[src/rtl/sfifo_pkg.sv]
// Shared types for the converter result FIFO.
// Assumes a single result width for the whole block.
package sfifo_pkg;

    localparam int SAMPLE_W = 16;

    // One stored entry: flag, duplicated top bit, result.
    typedef struct packed {
        logic                ovr;
        logic                msb;
        logic [SAMPLE_W-1:0] data;
    } entry_t;

    // Fill codes, ordered {high bit, low bit}.
    typedef enum logic [1:0] {
        FILL_PART  = 2'b00,
        FILL_EMPTY = 2'b01,
        FILL_HALF  = 2'b10,
        FILL_FULL  = 2'b11
    } fill_code_e;

endpackage

[src/rtl/sfifo_edge.sv]
// Single-edge detector on the system clock.
// RISING selects which edge is reported; IDLE is the level assumed at reset.
// Assumes the input is already synchronous to clk.
module sfifo_edge #(
    parameter bit RISING = 1'b1,
    parameter bit IDLE   = 1'b0
) (
    input  logic clk,
    input  logic rst_n,
    input  logic sig,
    output logic hit
);

    logic prev_q;

    // Remember the input level of the previous clock.
    always_ff @(posedge clk) begin
        if (!rst_n) prev_q <= IDLE;
        else        prev_q <= sig;
    end

    generate
        if (RISING) begin : g_rise
            assign hit = sig & ~prev_q;
        end else begin : g_fall
            assign hit = ~sig & prev_q;
        end
    endgenerate

endmodule

[src/rtl/sfifo_core.sv]
// Storage, pointers and entry count of the result FIFO.
// The head entry is shown combinationally; when the store is empty a
// hold register keeps the last released entry on the output.
// Assumes DEPTH is a power of two and clr never coincides with fifo_on.
module sfifo_core
    import sfifo_pkg::*;
#(
    parameter int DEPTH = 16,
    localparam int AW   = $clog2(DEPTH),
    localparam int CW   = AW + 1
) (
    input  logic          clk,
    input  logic          rst_n,
    input  logic          fifo_on,
    input  logic          clr,
    input  logic          push,
    input  entry_t        wr_word,
    input  logic          adv_rise,
    input  logic          adv_fall,
    output entry_t        head,
    output logic [CW-1:0] cnt
);

    localparam logic [CW-1:0] FULL_C = CW'(DEPTH);
    localparam logic [CW-1:0] ONE_C  = CW'(1);
    localparam logic [CW-1:0] TWO_C  = CW'(2);

    entry_t          mem_q [DEPTH];
    entry_t          hold_q;
    logic [AW-1:0]   wr_ptr_q, rd_ptr_q;
    logic [CW-1:0]   cnt_q;
    logic            pend_q;
    logic            do_pop, do_push, do_drain, do_take;

    assign do_pop   = fifo_on & adv_rise & (cnt_q >= TWO_C);
    assign do_push  = fifo_on & push & ((cnt_q != FULL_C) | do_pop);
    assign do_drain = fifo_on & adv_fall & pend_q & (cnt_q == ONE_C);
    assign do_take  = do_pop | do_drain;

    // Write the arriving entry into its slot.
    always_ff @(posedge clk) begin
        if (do_push) mem_q[wr_ptr_q] <= wr_word;
    end

    // Advance write and read pointers, or rewind both on clear.
    always_ff @(posedge clk) begin
        if (!rst_n || clr) begin
            wr_ptr_q <= '0;
            rd_ptr_q <= '0;
        end else begin
            if (do_push) wr_ptr_q <= wr_ptr_q + AW'(1);
            if (do_take) rd_ptr_q <= rd_ptr_q + AW'(1);
        end
    end

    // Track the number of entries held.
    always_ff @(posedge clk) begin
        if (!rst_n || clr) begin
            cnt_q <= '0;
        end else begin
            case ({do_push, do_take})
                2'b10:   cnt_q <= cnt_q + ONE_C;
                2'b01:   cnt_q <= cnt_q - ONE_C;
                default: cnt_q <= cnt_q;
            endcase
        end
    end

    // Mark the last entry as taken until the strobe falls.
    always_ff @(posedge clk) begin
        if (!rst_n || clr)                                    pend_q <= 1'b0;
        else if (fifo_on && adv_fall)                         pend_q <= 1'b0;
        else if (do_pop && cnt_q == TWO_C)                    pend_q <= 1'b1;
        else if (fifo_on && adv_rise && cnt_q == ONE_C)       pend_q <= 1'b1;
    end

    // Keep the released entry visible once the store is empty.
    always_ff @(posedge clk) begin
        if (!rst_n)        hold_q <= '0;
        else if (do_drain) hold_q <= mem_q[rd_ptr_q];
    end

    assign head = (cnt_q != '0) ? mem_q[rd_ptr_q] : hold_q;
    assign cnt  = cnt_q;

endmodule

[src/rtl/sfifo_status.sv]
// Registered fill-code encoder.
// Assumes cnt never exceeds DEPTH; the code lags the count by one clock.
module sfifo_status
    import sfifo_pkg::*;
#(
    parameter int DEPTH = 16,
    localparam int CW   = $clog2(DEPTH) + 1
) (
    input  logic          clk,
    input  logic          rst_n,
    input  logic [CW-1:0] cnt,
    output logic [1:0]    code
);

    localparam logic [CW-1:0] FULL_C = CW'(DEPTH);
    localparam logic [CW-1:0] HALF_C = CW'(DEPTH / 2);

    fill_code_e next_code, code_q;

    // Classify the current count.
    always_comb begin
        if (cnt == '0)          next_code = FILL_EMPTY;
        else if (cnt == FULL_C) next_code = FILL_FULL;
        else if (cnt >= HALF_C) next_code = FILL_HALF;
        else                    next_code = FILL_PART;
    end

    // Register the code for a glitch-free output.
    always_ff @(posedge clk) begin
        if (!rst_n) code_q <= FILL_EMPTY;
        else        code_q <= next_code;
    end

    assign code = code_q;

endmodule

[src/rtl/sample_out_fifo.sv]
// Top of the converter result FIFO: edge detection, direct-path latch,
// buffered store and fill-code output.
// Assumes all inputs are synchronous to clk and the read strobe idles low.
module sample_out_fifo
    import sfifo_pkg::*;
#(
    parameter int DEPTH = 16
) (
    input  logic                clk,
    input  logic                rst_n,
    input  logic                conv_busy,
    input  logic [SAMPLE_W-1:0] conv_data,
    input  logic                conv_ovr,
    input  logic                path_sel,
    input  logic                rd_strobe,
    output logic [SAMPLE_W-1:0] out_data,
    output logic                out_msb,
    output logic                out_ovr,
    output logic [1:0]          fill_stat
);

    localparam int CW = $clog2(DEPTH) + 1;

    logic          conv_done, rd_rise, rd_fall, clr;
    logic [CW-1:0] cnt_w;
    entry_t        new_word, head_w, latest_q, shown;

    sfifo_edge #(.RISING(1'b0), .IDLE(1'b0)) u_busy_edge (
        .clk(clk), .rst_n(rst_n), .sig(conv_busy), .hit(conv_done)
    );
    sfifo_edge #(.RISING(1'b1), .IDLE(1'b0)) u_rd_rise (
        .clk(clk), .rst_n(rst_n), .sig(rd_strobe), .hit(rd_rise)
    );
    sfifo_edge #(.RISING(1'b0), .IDLE(1'b0)) u_rd_fall (
        .clk(clk), .rst_n(rst_n), .sig(rd_strobe), .hit(rd_fall)
    );

    assign new_word = '{ovr: conv_ovr, msb: conv_data[SAMPLE_W-1], data: conv_data};
    assign clr      = ~path_sel & ~rd_strobe;

    // Latch every finished result for the direct path.
    always_ff @(posedge clk) begin
        if (!rst_n)         latest_q <= '0;
        else if (conv_done) latest_q <= new_word;
    end

    sfifo_core #(.DEPTH(DEPTH)) u_core (
        .clk(clk), .rst_n(rst_n), .fifo_on(path_sel), .clr(clr),
        .push(conv_done), .wr_word(new_word),
        .adv_rise(rd_rise), .adv_fall(rd_fall),
        .head(head_w), .cnt(cnt_w)
    );

    sfifo_status #(.DEPTH(DEPTH)) u_stat (
        .clk(clk), .rst_n(rst_n), .cnt(cnt_w), .code(fill_stat)
    );

    assign shown    = path_sel ? head_w : latest_q;
    assign out_data = shown.data;
    assign out_msb  = shown.msb;
    assign out_ovr  = shown.ovr;

endmodule

[config.mk]
export PLATFORM = sky130hd
export DESIGN_NAME = sample_out_fifo
export DESIGN_NICKNAME = d
export VERILOG_FILES = /design/src/rtl/sfifo_pkg.sv /design/src/rtl/sfifo_edge.sv /design/src/rtl/sfifo_core.sv /design/src/rtl/sfifo_status.sv /design/src/rtl/sample_out_fifo.sv
export SDC_FILE = /design/constraint.sdc
export NUM_CORES = 1
export LEC_CHECK = 0
export BUFFER_PORTS_ARGS = -buffer_cell sky130_fd_sc_hd__buf_2
export CAP_MARGIN = 20
export CORE_MARGIN = 2
export CORE_UTILIZATION = 55
export DETAILED_ROUTE_END_ITERATION = 10
export PLACE_DENSITY = 0.75
export SLEW_MARGIN = 20
export SYNTH_ARGS = -nofsm -noshare
export SYNTH_HDL_FRONTEND = slang
export SYNTH_SLANG_ARGS = --single-unit
[constraint.sdc]
create_clock -name clk -period 3.17 [get_ports clk]
set_clock_uncertainty 0.1 [all_clocks]
set_input_delay 0.634 -clock clk [delete_from_list [all_inputs] [get_ports clk]]
set_output_delay 0.634 -clock clk [all_outputs]
set_load 0.01 [all_outputs]
; Word-level counts from Yosys, hierarchy flattened
; Memories as Yosys holds them, arrays and structs flattened. A register that Yosys moved wholly into a read port is not among the register bits.
; Index checks and enable logic that the tools add are counted.
[word_totals]
reg_bits = 54
mem_bits_rw = 288
inputBits = 22
out_inout_bits = 20
elab_cells = 69
n_memories = 1
[mem_list]
columns = memory, words, word_bits, read_ports, rd_clocked_by_memory_dff, write_ports, line
row1 = u_core.mem_q, 16, 18, 1, 1, 1, sfifo_core.sv:28  ; entry_t mem_q [DEPTH];
[op_classes]
n_addsub = 4
n_lt_le_gt_ge = 2
n_eq_ne = 6
muxes = 11
bitwise = 18
reduce_logical = 13
[op_table]
columns = op, n
row1 = $mux 18, 2
row2 = $and 1x1->1, 11
row3 = $pmux 5 s2, 1
row4 = $add 4x1->4 const B, 2
row5 = $mux 4, 2
row6 = $add 5x1->5 const B, 1
row7 = $eq 5x1->1 const B, 1
row8 = $eq 5x2->1 const B, 1
row9 = $eq 5x5->1 const B, 1
row10 = $ge 5x2->1 const B, 1
row11 = $ge 5x4->1 const B, 1
row12 = $logic_not 5->1, 1
row13 = $ne 5x5->1 const B, 1
row14 = $not 1->1, 5
row15 = $reduce_bool 5->1, 1
row16 = $sub 5x1->5 const B, 1
row17 = $logic_and 1x1->1, 4
row18 = $mux 1, 4
row19 = $mux 2, 2
row20 = $reduce_bool 2->1, 2
row21 = $reduce_or 2->1, 2
row22 = $reduce_or 3->1, 1
row23 = $eq 2x1->1 const B, 1
row24 = $eq 2x2->1 const B, 1
row25 = 3 further kinds, 4

; Longest topological paths before layout
[logic_depth]
word_depth = 8
depth_mapped = 11
ltp_nobuf = 11

; By module
; Synthesis repeated with hierarchy kept, for this count alone.
[unflattened]
cells_unflattened = 943
area_unflattened_um2 = 14287.5
[by_module_without_submodules]
columns = mod, n_inst, cells_each, area_each_um2, seq_area_each_um2
row1 = sfifo_core, 1, 852, 13244.0, 9369.0
row2 = sample_out_fifo, 1, 78, 867.1, 340.3
row3 = sfifo_edge at u_busy_edge ..., 2, 3, 36.3, 20.0
row4 = sfifo_status, 1, 4, 63.8, 40.0
row5 = sfifo_edge at u_rd_rise, 1, 3, 40.0, 20.0

; Least setup slack after synthesis
; No wires, ideal clock.
[synth_path]
path_kind = input port to flip-flop
start = input conv_busy
end = memory u_core.mem_q[3][0] (netlist bit), enable pin
setup_ns = 0.412
arrival_ns = 2.528
t_required_ns = 2.658
slack_ns = 0.129
stages = 4
n_path_buf = 0
cell_sequence = nand3b_1 > a41oi_2 > nand2_1 > nor3_1
[synth_via]
elab_chain_len = 6
[synth_lines]
columns = element, line
row1 = "start, declared", sample_out_fifo.sv:11  ; input logic conv_busy,
row2 = $not 1->1, sfifo_edge.sv:26  ; assign hit = ~sig & prev_q;
row3 = $and 1x1->1, sfifo_edge.sv:26
row4 = $and 1x1->1 (2 in a row), sfifo_core.sv:36  ; assign do_push = fifo_on & push & ((cnt_q != FULL_C) | do_pop);
row5 = $mux 1, sfifo_core.sv:42  ; if (do_push) mem_q[wr_ptr_q] <= wr_word;
row6 = $mux 1 (not written as such), sfifo_core.sv:42
row7 = "end, declared", sfifo_core.sv:28
; No other way between the ends.

==> metrics.md <==
| Metric | Value |
|---|---|
| Outcome | `complete, no violations` |
| Core Area | `22800 um^2` |
| Die area | `24600 um^2` |
| CTS tree | `done` |
| DR WL/cell | `26.1 um` |
| Worst-Skew Late Latency | `0.51 ns` |
| Row cnt | `55` |
| Layout Area Growth over Synthesis | `17.1%` |
| Fin. Hold Viols | `0` |
| Power, Total | `8.69 mW` |
| RD Place Congestion | `0.782` |
| Crit Path Max Fanout | `6` |
| Max Slew Vio Count | `0` |
| Post-layout util | `66.2%` |
| Cell count after synthesis | `745` |
| Initial antenna violation count | `0` |
| Port Buffer Count | `41` |
| Unrepaired setup endpoints after global routing | `yes` |
| Post-DRT Antenna Nets | `0` |
| Type of origin of the critical path | `register` |
| Synthesized Nets | `778` |
| First-pass GRT wire length | `42.2 mm` |
| Ys flop type | `edfxtp_1` |
| Worst hold path type | `in -> reg` |
| Async S/R FF share, synth | `0%` |
| LEAKAGE | `4.87 nW` |
| Post-Syn Area | `12900 um^2` |
| Max Root-Sink Buffers | `3` |
| Worst vdd ir | `0.000356 V` |
| Initial Util | `56.5%` |
| Synth warn | `0` |
| Remaining DRCs | `0` |
| Detailed Route Iter0 Violations | `729` |
| Required time of the critical path | `2.44 ns` |
| MaxCap Viol Count | `0` |
| Root buffer cell | `clkbuf_16` |
| Gr ovfl total | `0` |
| Crit path DAT | `2.42 ns` |
| Leading cell type in the layout, fill and taps excluded | `edfxtp_1` |
| Final setup viols | `0` |
| Worst Tran Pin Value | `0.775 ns` |
| Nets | `858` |
| Maximum clock frequency | `0.317 GHz` |
| Crit. End Element | `primary output` |
| Worst slew margin | `48.1%` |
| Flops & latches, synth | `328` |
| Die Y | `157 um` |
| Clk slew on worst S/H paths | `0.06 ns` |
| Total Routed Length | `30.4 mm` |
| Sequential fraction of the synthesis area | `72.2%` |
| Clk sinks | `328` |
| Largest net degree at the start of global routing | `69` |
| Hpwl dp | `16.3 mm` |
| Number of global-route vias before repair | `7138` |
| Share of layout cells above drive strength 1 | `30.2%` |
| Total CTS buffers | `34` |
| Commonest non-fill, non-tap cells in the layout | `272 x edfxtp_1, 81 x nand2_1, 68 x mux4_2, 54 x dfxtp_1, 46 x nor2_1` |
| Antenna Cells | `0` |
| Vias after detailed routing | `7281` |
| Final period util | `99.4%` |
| I/O Pins | `42` |
| Depth of the CTS H-tree | `2` |
| Drt first pass iters | `5` |
| Setup TNS Final | `0 ns` |
| Die width | `157 um` |
| Post-Place Setup Slack | `0.435 ns` |
| WS Path Type | `reg -> out` |
| PwrDens | `577 nW/um^2` |
| All-layer global routing usage | `23.6%` |
| Post-synthesis area per instance | `17.3 um^2` |
| Number of synthesized flops with an enable pin | `272` |
| Vias per cell | `6.27` |
| Netlist cell types | `41` |
| Setup ws final | `0.0190 ns` |
| Crit path time final | `3.15 ns` |
## path summary, 6_finish.rpt
path                            slack (ns)  cells after the start                              to                  startpoint
worst max-delay path                  0.02                      8                     out_data[8]                    register
worst min-delay path                  0.29                      2   u_busy_edge.prev_q$_SDFF_PN0_                   conv_busy
worst max register to register        0.48                      6  u_core.mem_q[11][11]$_DFFE_PP_  u_core.cnt[0]$_SDFFE_PP0P_
worst min register to register        0.37                      2        latest_q[5]$_SDFFE_PN0N_    latest_q[5]$_SDFFE_PN0N_
## synth_stat cells, types with 4 or more instances
cell	instances	share of area, %
ha_1	11	1.1
clkbuf_1	23	0.67
a21boi_0	17	0.99
nor2_1	52	1.5
nand2b_1	5	0.24
dfxtp_1	56	8.7
a31oi_1	17	0.83
buf_2	14	0.54
a22o_1	17	1.2
nor3_1	4	0.16
a22oi_1	22	1.3
a21oi_1	6	0.23
nand3_1	4	0.16
nand2_1	92	2.7
inv_1	6	0.17
mux4_2	68	12
edfxtp_1	272	63
a22oi_2	12	1.2
and2_1	4	0.19
xor2_1	6	0.41
nor2b_1	5	0.24
## logic make-up after synthesis
kind of cell | after synthesis | share of synthesized area, %
flops | 328 | 72.2
simple gates | 176 | 5.80
compound gates | 100 | 6.19
mux | 70 | 12.1
buf+inv | 51 | 2.12
fa+ha+maj | 11 | 1.07
xor+xnor | 9 | 0.612
## report_power, final
group | internal (mW) | total [mW] | switching [mW] | leakage (nW)
Sequential | 4.67 | 4.68 | 0.00911 | 2.90
Combinational | 0.0831 | 0.246 | 0.163 | 1.44
Clock | 2.18 | 3.76 | 1.58 | 0.525
Total | 6.94 | 8.69 | 1.75 | 4.87
## worst max-delay path, stage by stage (launching register included)
cell,delay [ns]
dfxtp_4,0.39
buf_4,0.16
buf_16,0.15
mux4_2,0.54
a22oi_2,0.23
nand2_1,0.11
nand2_1,0.09
a31oi_1,0.08
buf_2,0.16
## registers in the layout, indices dropped and copies added, names as in the netlist, named ones only
register / cells
u_busy_edge.prev_q: 1
u_core.rd_ptr_q: 4
u_core.hold_q: 17
u_core.mem_q: 272
u_core.pend_q: 1
latest_q: 17
u_core.cnt: 5
u_stat.code: 2
u_core.wr_ptr_q: 4
u_rd_fall.prev_q: 1
## repair_timing
item | 4_1_cts | 5_1_grt
cloned | 1 | 5
hold buffers | 0 | 0
pin swaps | 2 | 22
setup endpoints to repair | 13 | 18
gates resized for setup | 16 | 17
buffers inserted | 2 | 11
## area by class of cell
cell class	instances	area (um^2)
Clock buffer	43	980
Clock inverter	17	78.8
Fill cell	1446	7710
Inverter	6	22.5
Multi-Input combinational cell	366	3440
Sequential cell	328	9290
Tap cell	313	392
Timing Repair Buffer	89	863
## metal layers
metal / vias to the layer above / global-route usage (%) / share of wire, %
met1: 3743 / 31.0 / 39
met3: 70 / 5.20 / 8.0
met5: - / 0 / 0
met2: 392 / 39.5 / 50
met4: 0 / 7.51 / 3.2
li1: 3076 / - / -
## metrics by stage
stage	instances	hold WS (ns)	area (um^2)
after floorplan	745	0.343	12900
after global placement	1084	0.350	13600
after detailed placement	1084	0.361	13600
after CTS	1147	0.274	14800
after global routing	1162	0.292	15100
final	1162	0.293	15100
Power figures use the tool's default switching activity.
